`src/rtl/ecc_page_scan.sv`:
```
module ecc_page_scan #(
  parameter int MAX_SECT    = 63,
  parameter int POLL_GAP    = 16,
  parameter int TIMEOUT_CYC = 4096,
  localparam int AW    = $clog2(MAX_SECT + 1),
  localparam int SUM_W = AW + 6
) (
  input  logic             clk,
  input  logic             rst_n,
  input  logic             start_i,
  input  logic [AW-1:0]    nsect_i,
  output logic             rd_en_o,
  output logic [AW-1:0]    rd_addr_o,
  input  logic [63:0]      rd_data_i,
  output logic             busy_o,
  output logic             done_o,
  output logic             fail_o,
  output logic             timeout_o,
  output logic [5:0]       max_flips_o,
  output logic [SUM_W-1:0] sum_flips_o,
  output logic             ub_valid_o,
  output logic [7:0]       ub_byte_o
);
  localparam int GW = (POLL_GAP > 2) ? $clog2(POLL_GAP) : 1;
  localparam int TW = $clog2(TIMEOUT_CYC + 1);

  typedef enum logic [1:0] {S_IDLE, S_POLL, S_SCAN, S_TAIL} st_t;

  st_t           st;
  logic [AW-1:0] last, idx;
  logic          ph, rvld, hi_pend;
  logic [7:0]    hi;
  logic [GW-1:0] gcnt;
  logic [TW-1:0] tcnt;

  wire [5:0] err  = rd_data_i[29:24];
  wire       bad  = (err == 6'h3F);
  wire       seen = (st == S_POLL) && rvld && rd_data_i[31];
  wire       unused_fields = ^{rd_data_i[63:32], rd_data_i[30], rd_data_i[23:16]};

  assign rd_en_o   = ((st == S_POLL) && (gcnt == '0)) || ((st == S_SCAN) && !ph);
  assign rd_addr_o = (st == S_POLL) ? last : idx;
  assign busy_o    = (st != S_IDLE);

  always_ff @(posedge clk or negedge rst_n) begin
    if (!rst_n) begin
      st <= S_IDLE; last <= '0; idx <= '0; ph <= 1'b0; rvld <= 1'b0;
      hi_pend <= 1'b0; hi <= '0; gcnt <= '0; tcnt <= '0;
      done_o <= 1'b0; fail_o <= 1'b0; timeout_o <= 1'b0;
      max_flips_o <= '0; sum_flips_o <= '0;
      ub_valid_o <= 1'b0; ub_byte_o <= '0;
    end else begin
      done_o     <= 1'b0;
      ub_valid_o <= 1'b0;
      rvld       <= rd_en_o;
      case (st)
        S_IDLE: if (start_i) begin
          fail_o <= 1'b0; timeout_o <= 1'b0;
          max_flips_o <= '0; sum_flips_o <= '0;
          hi_pend <= 1'b0;
          if (nsect_i == '0) begin
            done_o <= 1'b1;
          end else begin
            last <= nsect_i - 1'b1;
            gcnt <= '0;
            tcnt <= '0;
            st   <= S_POLL;
          end
        end
        S_POLL: begin
          if (seen) begin
            idx <= '0;
            ph  <= 1'b0;
            st  <= S_SCAN;
          end else if (tcnt == TW'(TIMEOUT_CYC - 1)) begin
            timeout_o <= 1'b1;
            done_o    <= 1'b1;
            st        <= S_IDLE;
          end else begin
            tcnt <= tcnt + 1'b1;
            gcnt <= (gcnt == '0) ? GW'(POLL_GAP - 1) : gcnt - 1'b1;
          end
        end
        S_SCAN: begin
          if (!ph) begin
            ph <= 1'b1;
            if (hi_pend) begin
              ub_valid_o <= 1'b1;
              ub_byte_o  <= hi;
              hi_pend    <= 1'b0;
            end
          end else if (bad) begin
            fail_o <= 1'b1;
            done_o <= 1'b1;
            st     <= S_IDLE;
          end else begin
            if (err > max_flips_o) max_flips_o <= err;
            sum_flips_o <= sum_flips_o + SUM_W'(err);
            ub_valid_o  <= 1'b1;
            ub_byte_o   <= rd_data_i[7:0];
            hi          <= rd_data_i[15:8];
            hi_pend     <= 1'b1;
            ph          <= 1'b0;
            if (idx == last) st <= S_TAIL;
            else idx <= idx + 1'b1;
          end
        end
        S_TAIL: begin
          ub_valid_o <= 1'b1;
          ub_byte_o  <= hi;
          hi_pend    <= 1'b0;
          done_o     <= 1'b1;
          st         <= S_IDLE;
        end
        default: st <= S_IDLE;
      endcase
    end
  end
endmodule

```
`config.mk`:
```
export PLATFORM = sky130hd
export DESIGN_NAME = ecc_page_scan
export DESIGN_NICKNAME = d
export VERILOG_FILES = /design/src/rtl/ecc_page_scan.sv
export SDC_FILE = /design/constraint.sdc
export NUM_CORES = 1
export LEC_CHECK = 0
export BUFFER_PORTS_ARGS = -buffer_cell sky130_fd_sc_hd__buf_2
export CAP_MARGIN = 40
export CORE_ASPECT_RATIO = 1.25
export CORE_MARGIN = 2
export CORE_UTILIZATION = 52
export DETAILED_ROUTE_END_ITERATION = 6
export GPL_TIMING_DRIVEN = 0
export MAX_ROUTING_LAYER = met4
export PLACE_DENSITY_LB_ADDON = 0.25
export SKIP_LAST_GASP = 1
export SYNTH_ARGS = -nofsm -noshare
export SYNTH_HDL_FRONTEND = slang
export SYNTH_SLANG_ARGS = --single-unit
```
`constraint.sdc`:
```
create_clock -name clk -period 2.5 [get_ports clk]
set_clock_uncertainty 0.05 [all_clocks]
set_input_delay 0.5 -clock clk [delete_from_list [all_inputs] [get_ports clk]]
set_output_delay 0.5 -clock clk [all_outputs]
set_load 0.01 [all_outputs]
```
==> results of run 1 <==
-- cells in the mapped netlist, types with 5 or more instances --
library cell / count / area share [%]
dfrtp_1: 72 / 46
nor2_1: 22 / 2.1
ha_1: 17 / 5.4
inv_1: 20 / 1.9
nand3_1: 11 / 1.4
xnor2_1: 12 / 2.7
nand2_1: 72 / 6.9
nand4_1: 10 / 1.6
and4_1: 5 / 1.1
o31ai_1: 7 / 1.3
o21ai_0: 35 / 4.5
xor2_1: 7 / 1.6
clkbuf_1: 10 / 0.95
or3_1: 5 / 0.80
a31oi_1: 5 / 0.80
a21oi_1: 19 / 2.4
mux2_2: 8 / 2.3
mux2i_1: 18 / 4.6
-- final cells by class --
cell class	count	share of cell area, %
repair buffers	71	8.293
inverters	20	1.616
clock buffers	9	2.666
plain buffers	12	1.158
clock inverters	7	1.696
flip-flops and latches	72	38.77
multi-input cells	312	43.32
well taps	92	2.477
-- how the worst min path moves through the flow --
stage,start,slack (ns),end
after floorplan,rst_n,0.15,done_o$_DFF_PN0_
after global placement,ub_byte_o[1]$_DFFE_PN0P_,0.41,ub_byte_o[1]$_DFFE_PN0P_
after detailed placement,rst_n,0.38,ub_valid_o$_DFF_PN0_
after CTS,rd_data_i[12],0.31,hi[4]$_DFFE_PN0P_
after global routing,rd_data_i[12],0.31,hi[4]$_DFFE_PN0P_
final,rd_data_i[12],0.32,hi[4]$_DFFE_PN0P_
-- worst max-delay path, delay by kind of cell, from the launching register on --
kind            cells  cell delay [ns]
buf+inv             3             0.65
flops               1             0.43
simple gates        2             0.31
compound gates      1             0.10
-- power by group --
| part | switching (W) | leakage [nW] | internal [W] |
|---|---|---|---|
| clock | 0.000484 | 0.0925 | 0.000469 |
| sequential | 0.000269 | 0.945 | 0.00150 |
| combinational | 0.00101 | 1.23 | 0.000725 |
| total | 0.00177 | 2.27 | 0.00269 |
-- per-stage QoR --
step	cells	TNS, ns
final	595	0
after global routing	595	-0.01867
after CTS	595	0
after detailed placement	579	0
after global placement	578	0
after floorplan	417	0
-- kinds of logic after synthesis --
| logic type | Yosys count |
|---|---|
| compound gates | 96 |
| xor+xnor | 19 |
| fa+ha+maj | 18 |
| buf+inv | 33 |
| flops | 72 |
| mux | 26 |
| simple gates | 153 |
-- sequential cells by signal (all words and copies together) (netlist names), 2 cells and up --
name         count
tcnt            13
sum_flips_o     12
hi               8
ub_byte_o        8
idx              6
last             6
max_flips_o      6
gcnt             4
st               2
-- per-layer routing --
| metal | vias up | global-route usage [%] |
|---|---|---|
| li1 | 1649 | - |
| met1 | 1672 | 31.08 |
| met2 | 75 | 39.27 |
| met3 | 18 | 3.832 |
| met4 | 0 | 9.231 |
| met5 | - | - |
-- timing repair --
| action | in CTS | in global routing |
|---|---|---|
| hold buffers | 1 | 0 |
| gates resized for setup | 3 | 7 |
| endpoints found under the hold margin | 3 | 0 |
| endpoints found under the setup margin | 7 | 12 |
==> results.md, run 1 <==
- Status: complete, no violations
- Area delta synth->final: 18.13%
- Commonest cells after routing, fill and taps aside: 72 x nand2_1, 72 x dfrtp_1, 71 x buf_2
- Simple-Gate Fraction of Synth Area: 18.58%
- Top sig layer: met4
- DRT met1 WL: 3.958 mm
- DIE AREA: 0.008281 mm2
- VDD IR-drop max: 0.0006328 V
- Number of synthesized flops with an enable pin: 0
- Filler Cells Inserted: 633
- Crit path kind: reg -> out
- #FFs+latches synth: 72
- Detailed placement HPWL: 6.703 mm
- Gpl congestion: 0.8982
- Reg2Reg Depth: 6
- Post-layout util: 63.16%
- Final setup vio count: 0
- RSZ-0062 raised after global routing: true
- Worst setup path start: st[0]$_DFFE_PN0P_
- FFs w/ async S/R, synth: 100.0%
- DRC viols: 0
- Horiz. Die Dim: 81.80 um
- Final net count: 589
- Final Max Tran Viols: 0
- Worst skew pair latency: 0.36 ns
- H-tree depth: 3
- Total Power: 0.004462 W
- Routed vias/inst: 5.738
- FP Rows: 35
- CTS sink cnt: 72
- Worst setup path end: rd_addr_o[3]
- Root buffer cell: clkbuf_8
- Post-synthesis cell area: 0.003934 mm2
- F_max: 417.7 MHz
- Min setup slack post-route: 0.1058 ns
- Largest family of logic cells by synthesized area: simple AND/OR/NAND/NOR gates
- P_leak: 2.270 nW
- Worst Setup End Kind: primary output
- Compound-gate portion of the synthesized area: 15.39%
- Multi-input logic area: 0.002013 mm2
- Final clock period utilization by the worst path: 95.77%
- CTS tree: yes
- Mapped Cells: 417
- FF-to-FF End: idx[5]$_DFFE_PN0P_
- Place WS: 0.01169 ns
- Synth Area in XOR/XNOR: 4.230%
- I/O Pins: 111
- Fin. Hold Viols: 0
- CP max stage delay: 0.43 ns
- Vias: 3414
- Port Buffers: 69
- Initial antenna violation count: 0
- Global-route wire length before repair: 15.35 mm
- Avg Cell Area, Syn: 9.434 um2
- Largest net degree at the start of global routing: 49
- Initial core utilization: 53.47%
- Antenna cell count: 0
- WP data required: 1.95 ns
- CP Launch Type: register
- CTS buffer count: 9
- Synth Warn #: 0
- Antenna Violating Nets Remaining: 0
- Post-synthesis adder-cell area fraction: 5.916%
- First drt pass iteration count: 5
- Gr ovfl total: 0
- Tot GR Track Use: 24.47%
- Buffer count from post-CTS setup fixing: 0
- Die height: 101.2 um
- Worst Path Arrival: 1.84 ns
- Layout cells sized above 1: 21.47%
- Sequential standard cell area: 0.001802 mm2
- Fin area: 0.004647 mm2
- Mapped Nets: 508
- Routed WL per cell: 15.19 um
- 1st-iter DRT viols: 229
- Worst Path Max Fanout: 10
- Sequential area share after synthesis: 45.80%
- Pwr/cell area: 960.1 mW/mm2
- Worst slew pin tran: 0.7767 ns
- Placed Area: 0.004424 mm2
- Worst Hold Depth: 2
- Tmin final: 2.394 ns
- DRT Wirelength: 9.036 mm
- Hold Crit Class: in -> reg
- WHS: 0.3172 ns
- Critical path cell sequence: buf_2 > nor2b_2 > clkbuf_4 > nand2_1 > o21ai_0 > buf_2
- Core area: 0.007357 mm2
- Vias in the first global route: 3282
- CP dominant cell by count: buf_2
- Max Cap Violations: 0
- CP max-delay cell: dfrtp_1
- Ys flop type: dfrtp_1
- Clock-pin slew on the worst setup and hold paths: 0.09 ns
- Reg-to-Reg Start: st[1]$_DFFE_PN0P_
- Slew Limit Headroom: 47.99%
- Flop2flop setup slack: 0.23 ns
- Clock Tree Buf Depth: 2
- Netlist cell types: 50
- Metal2 WL: 4.553 mm
- Met3 routed WL: 369 um
- Mux contribution to synthesized area: 6.870%
Note: power is estimated with default switching activity, not from simulation.
==> inputs of run 2 (changes only) <==
Settings changed: CORE_MARGIN 2 to 10.
==> results.md, run 2 (synthesis gave the netlist of run 1 again) <==
- H-tree depth: 3
- First drt pass iteration count: 5
- WP data required: 1.95 ns
- Filler Cells Inserted: 644
- Pwr/cell area: 976.2 mW/mm2
- Sequential standard cell area: 0.001803 mm2
- Clock Tree Buf Depth: 2
- Multi-input logic area: 0.002013 mm2
- Status: complete, no violations
- CP Launch Type: register
- Largest net degree at the start of global routing: 40
- Tot GR Track Use: 17.66%
- Layout cells sized above 1: 21.36%
- Routed vias/inst: 5.705
- Antenna cell count: 0
- Core area: 0.007357 mm2
- Commonest cells after routing, fill and taps aside: 72 x nand2_1, 71 x dfrtp_1, 70 x buf_2
- Routed WL per cell: 16.15 um
- Horiz. Die Dim: 97.80 um
- Largest register FFs: 13
- Max Cap Violations: 0
- RSZ-0062 raised after global routing: true
- Vias in the first global route: 3414
- DRC viols: 0
- Port Buffers: 69
- Final Max Tran Viols: 0
- Top sig layer: met4
- Worst slew pin tran: 0.7759 ns
- Final TNS setup: 0 ns
- Final clock period utilization by the worst path: 95.44%
- CTS tree: yes
- Worst skew pair latency: 0.36 ns
- Area delta synth->final: 17.91%
- Worst Path Max Fanout: 10
- Metal2 WL: 4.905 mm
- FP Rows: 35
- Global-route wire length before repair: 16.24 mm
- Initial antenna violation count: 0
- Top Registers: tcnt x13, sum_flips_o x12
- I/O Pins: 111
- CTS buffer count: 9
- VDD IR-drop max: 0.0005069 V
- F_max: 419.1 MHz
- Detailed placement HPWL: 7.435 mm
- Final net count: 587
- Slew Limit Headroom: 48.04%
- Crit path kind: reg -> out
- Clock-pin slew on the worst setup and hold paths: 0.09 ns
- Vias: 3383
- Root buffer cell: clkbuf_8
- Fin. Hold Viols: 0
- Antenna Violating Nets Remaining: 0
- Worst Setup End Kind: primary output
- Met3 routed WL: 448 um
- DIE AREA: 0.01147 mm2
- Die height: 117.2 um
- Tmin final: 2.386 ns
- 1st-iter DRT viols: 173
- Most flops, register: tcnt
- Initial core utilization: 53.47%
- Hold Crit Class: in -> async
- CTS sink cnt: 72
- Final setup vio count: 0
- Gpl congestion: 0.8780
- Most common cell after layout, fill and taps aside: nand2_1
- Buffer count from post-CTS setup fixing: 0
- Gr ovfl total: 0
- DRT Wirelength: 9.577 mm
- Total Power: 0.004528 W
- P_leak: 2.273 nW
- DRT met1 WL: 4.119 mm
- Worst Path Arrival: 1.84 ns
[run 2: changes by cell type in the layout (fill, tap and decap cells not counted), sizes merged]
cell         before  now
clkinvlp          3    1
dlygate4sd3       1    0
buf              74   73
inv              22   21
bufinv            1    2
clkinv            1    3
[run 2: critical path: stages, from the launching register on]
cell      delay, ns
dfrtp_1        0.45
buf_2          0.21
nor2b_2        0.21
clkbuf_2       0.27
nand2_1        0.07
o21ai_0        0.10
buf_2          0.18
[run 2: final timing paths]
path	startpoint	to	slack [ns]	depth (start not counted)
setup / recovery	st[1]$_DFFE_PN0P_	rd_addr_o[3]	0.11	6
hold / removal	rst_n	ub_byte_o[3]$_DFFE_PN0P_	0.03	1
setup reg to reg	tcnt[0]$_DFFE_PN0P_	tcnt[6]$_DFFE_PN0P_	0.19	8
hold reg to reg	ub_byte_o[5]$_DFFE_PN0P_	ub_byte_o[5]$_DFFE_PN0P_	0.43	2
max in group asynchronous	rst_n	st[0]$_DFFE_PN0P_	1.80	2
min in group clk	rd_data_i[11]	hi[3]$_DFFE_PN0P_	0.32	2
[run 2: power by group]
group	switching, W	internal (W)	leakage [nW]	total (W)
Clock	0.000464	0.000563	0.110	0.00103
Combinational	0.00100	0.000711	1.22	0.00171
Sequential	0.000287	0.00150	0.945	0.00179
[run 2: per-layer routing]
metal	track usage, %	up-vias
met1	20.79	1653
met5	-	-
met2	29.62	83
li1	-	1638
met4	5.534	0
met3	3.993	9
[run 2: layout make-up]
cell class | count | share of cell area, %
Buffer | 11 | 0.9711
Clock buffer | 9 | 2.671
Clock inverter | 7 | 2.050
Inverter | 20 | 1.619
Multi-Input combinational cell | 312 | 43.40
Sequential cell | 72 | 38.87
Tap cell | 92 | 2.482
Timing Repair Buffer | 70 | 7.931
[run 2: what timing repair did]
action | 4_1_cts | 5_1_grt
endpoints found under the setup margin | 6 | 15
gates cloned | 0 | 0
hold buffers | 0 | 0
gates resized for setup | 1 | 4
hold endpoints to repair | 0 | 0
pin swaps | 0 | 0
[run 2: through the flow]
stage	hold WS (ns)	instances	instance area, um2	setup slack [ns]	utilization, %
2_1_floorplan	0.1544	417	3934	0.3454	-
3_3_place_gp	0.4062	578	4394	0.05861	59.73
3_5_place_dp	0.4191	579	4417	0.02762	60.03
4_1_cts	0.04334	594	4633	0.01697	62.98
5_1_grt	0.05106	593	4638	-0.002637	63.04
6_report	0.02763	593	4638	0.1140	63.04
==> inputs of run 3 (changes only) <==
--- a/config.mk
+++ b/config.mk
@@ -13,2 +13,3 @@
 export DETAILED_ROUTE_END_ITERATION = 6
+export GPL_ROUTABILITY_DRIVEN = 0
 export GPL_TIMING_DRIVEN = 0
--- a/constraint.sdc
+++ b/constraint.sdc
@@ -4,2 +4,2 @@
 set_output_delay 0.5 -clock clk [all_outputs]
-set_load 0.01 [all_outputs]
+set_load 0.005 [all_outputs]
==> results.md, run 3 (synthesis gave the netlist of run 1 again) <==
- Min setup slack post-route: 0.09402 ns
- Fin. Hold Viols: 0
- Worst Path Max Fanout: 10
- CTS sink cnt: 72
- CP max-delay cell: dfrtp_1
- CP max stage delay: 0.46 ns
- Initial antenna violation count: 0
- Final TNS setup: 0 ns
- Layout cells sized above 1: 21.16%
- Vias in the first global route: 3414
- Sequential group share of total power: 40.1%
- CP delay by family, top: flip-flops
- VDD IR-drop max: 0.0004965 V
- I/O Pins: 111
- 1st-iter DRT viols: 176
- Slew Limit Headroom: 48.11%
- PostCTS Resize Cnt: 1
- Critical path cell sequence: buf_2 > nand2b_1 > o22ai_1 > buf_2
- WP data required: 1.95 ns
- Worst Setup End Kind: primary output
- Finished Layout Cells: 593
- Critical path buffers and inverters: 2
- Worst Path Arrival: 1.86 ns
- Max Cap Violations: 0
- Sequential standard cell area: 0.001803 mm2
- Root buffer cell: clkbuf_8
- Core area: 0.007357 mm2
- Pwr/cell area: 959.7 mW/mm2
- FF-to-FF End: tcnt[6]$_DFFE_PN0P_
- Filler Cells Inserted: 644
- Die height: 117.2 um
- Largest net degree at the start of global routing: 40
- Commonest cells after routing, fill and taps aside: 72 x nand2_1, 71 x dfrtp_1, 70 x buf_2
- Final Max Tran Viols: 0
- DRC viols: 0
- Final net count: 587
- H-tree depth: 3
- Routed WL per cell: 16.14 um
- Most common cell after layout, fill and taps aside: nand2_1
- Gr ovfl total: 0
- FP Rows: 35
- F_max: 415.6 MHz
- Reg-to-Reg Start: tcnt[0]$_DFFE_PN0P_
- Horiz. Die Dim: 97.80 um
- RSZ-0062 raised after global routing: false
- Port Buffers: 69
- Hold-fix buffers, CTS: 0
- Hold Crit Class: in -> async
- Status: complete, no violations
- Power share of the combinational group: 36.8%
- CP dominant cell by count: buf_2
- Worst slew pin tran: 0.7749 ns
- Tmin final: 2.406 ns
- Multi-input logic area: 0.002011 mm2
- Worst skew pair latency: 0.35 ns
- Buffer count from post-CTS setup fixing: 0
- Global-route wire length before repair: 16.24 mm
- Top Registers: tcnt x13, sum_flips_o x12
- Antenna cell count: 0
- Routed vias/inst: 5.669
- Crit path kind: reg -> out
- Final setup vio count: 0
- Switching power: 0.001680 W
- Antenna Violating Nets Remaining: 0
- Most flops, register: tcnt
- CTS buffer count: 9
- Place WS: 0.02762 ns
- Flop2flop setup slack: 0.19 ns
- Switching share of power: 37.76%
- Tot GR Track Use: 17.66%
- P_leak: 2.273 nW
- Internal Power: 0.002769 W
- Reg2Reg Depth: 8
- DRT Wirelength: 9.573 mm
- Clock Tree Buf Depth: 2
- Area delta synth->final: 17.84%
- Dpl cells: 579
- CTS tree: yes
- Largest register FFs: 13
- First drt pass iteration count: 4
- Grt met3 use: 3.993%
- Clock-pin slew on the worst setup and hold paths: 0.09 ns
- Clock share of power: 23.0%
- Met1 global-route usage: 20.79%
- Grt met2 use: 29.62%
- Detailed placement HPWL: 7.435 mm
- GRT busiest layer: met2
- Initial core utilization: 53.47%
- DIE AREA: 0.01147 mm2
- Final clock period utilization by the worst path: 96.24%
- Post-layout util: 63.01%
- Vias: 3362
- CP Launch Type: register
[run 3: changes by cell type in the layout (fill, tap and decap cells not counted)]
cell      previous run  this run
nand2b_1             3         4
nand2b_2             1         0
[run 3: power by group through the flow]
stage | Sequential [W] | Clock [W] | Combinational [W]
after floorplan | 0.00174 | 0 | 0.00113
after global placement | 0.00177 | 0 | 0.00161
after detailed placement | 0.00179 | 0 | 0.00167
after CTS | 0.00178 | 0.00104 | 0.00166
after global routing | 0.00183 | 0.00110 | 0.00188
final | 0.00179 | 0.00102 | 0.00164
[run 3: per-stage QoR]
stage	power [W]	hold slack [ns]	instance area, um2
after floorplan	0.002865	0.1544	3934
after detailed placement	0.003459	0.4191	4417
after global routing	0.004803	0.05106	4636
final	0.004449	0.02988	4636
after global placement	0.003379	0.4062	4394
after CTS	0.004479	0.04334	4633
[run 3: layout make-up]
| class | instances | area share (%) |
|---|---|---|
| clock inverter | 7 | 2.051 |
| sequential | 72 | 38.89 |
| tap | 92 | 2.483 |
| inverter | 20 | 1.619 |
| clock buffer | 9 | 2.672 |
| buffer | 11 | 0.9717 |
| multi-input combinational | 312 | 43.37 |
| timing repair buffer | 70 | 7.935 |
[run 3: how the worst max path moves through the flow]
stage / start / endpoint / slack, ns / depth (start not counted)
2_1_floorplan: rd_data_i[24] / sum_flips_o[6]$_DFFE_PN0P_ / 0.35 / 7
3_3_place_gp: rd_data_i[25] / sum_flips_o[11]$_DFFE_PN0P_ / 0.06 / 6
3_5_place_dp: rd_data_i[25] / sum_flips_o[11]$_DFFE_PN0P_ / 0.03 / 6
6_report: st[1]$_DFFE_PN0P_ / rd_en_o / 0.09 / 4
4_1_cts: st[1]$_DFFE_PN0P_ / rd_en_o / 0.03 / 5
5_1_grt: st[1]$_DFFE_PN0P_ / rd_en_o / 0.0004 / 4
[run 3: per-layer routing]
| layer | part of all wire, % | up-vias |
|---|---|---|
| li1 | - | 1642 |
| met4 | 0.89 | 0 |
| met3 | 4.7 | 7 |
| met5 | 0 | - |
| met1 | 43 | 1638 |
| met2 | 52 | 75 |
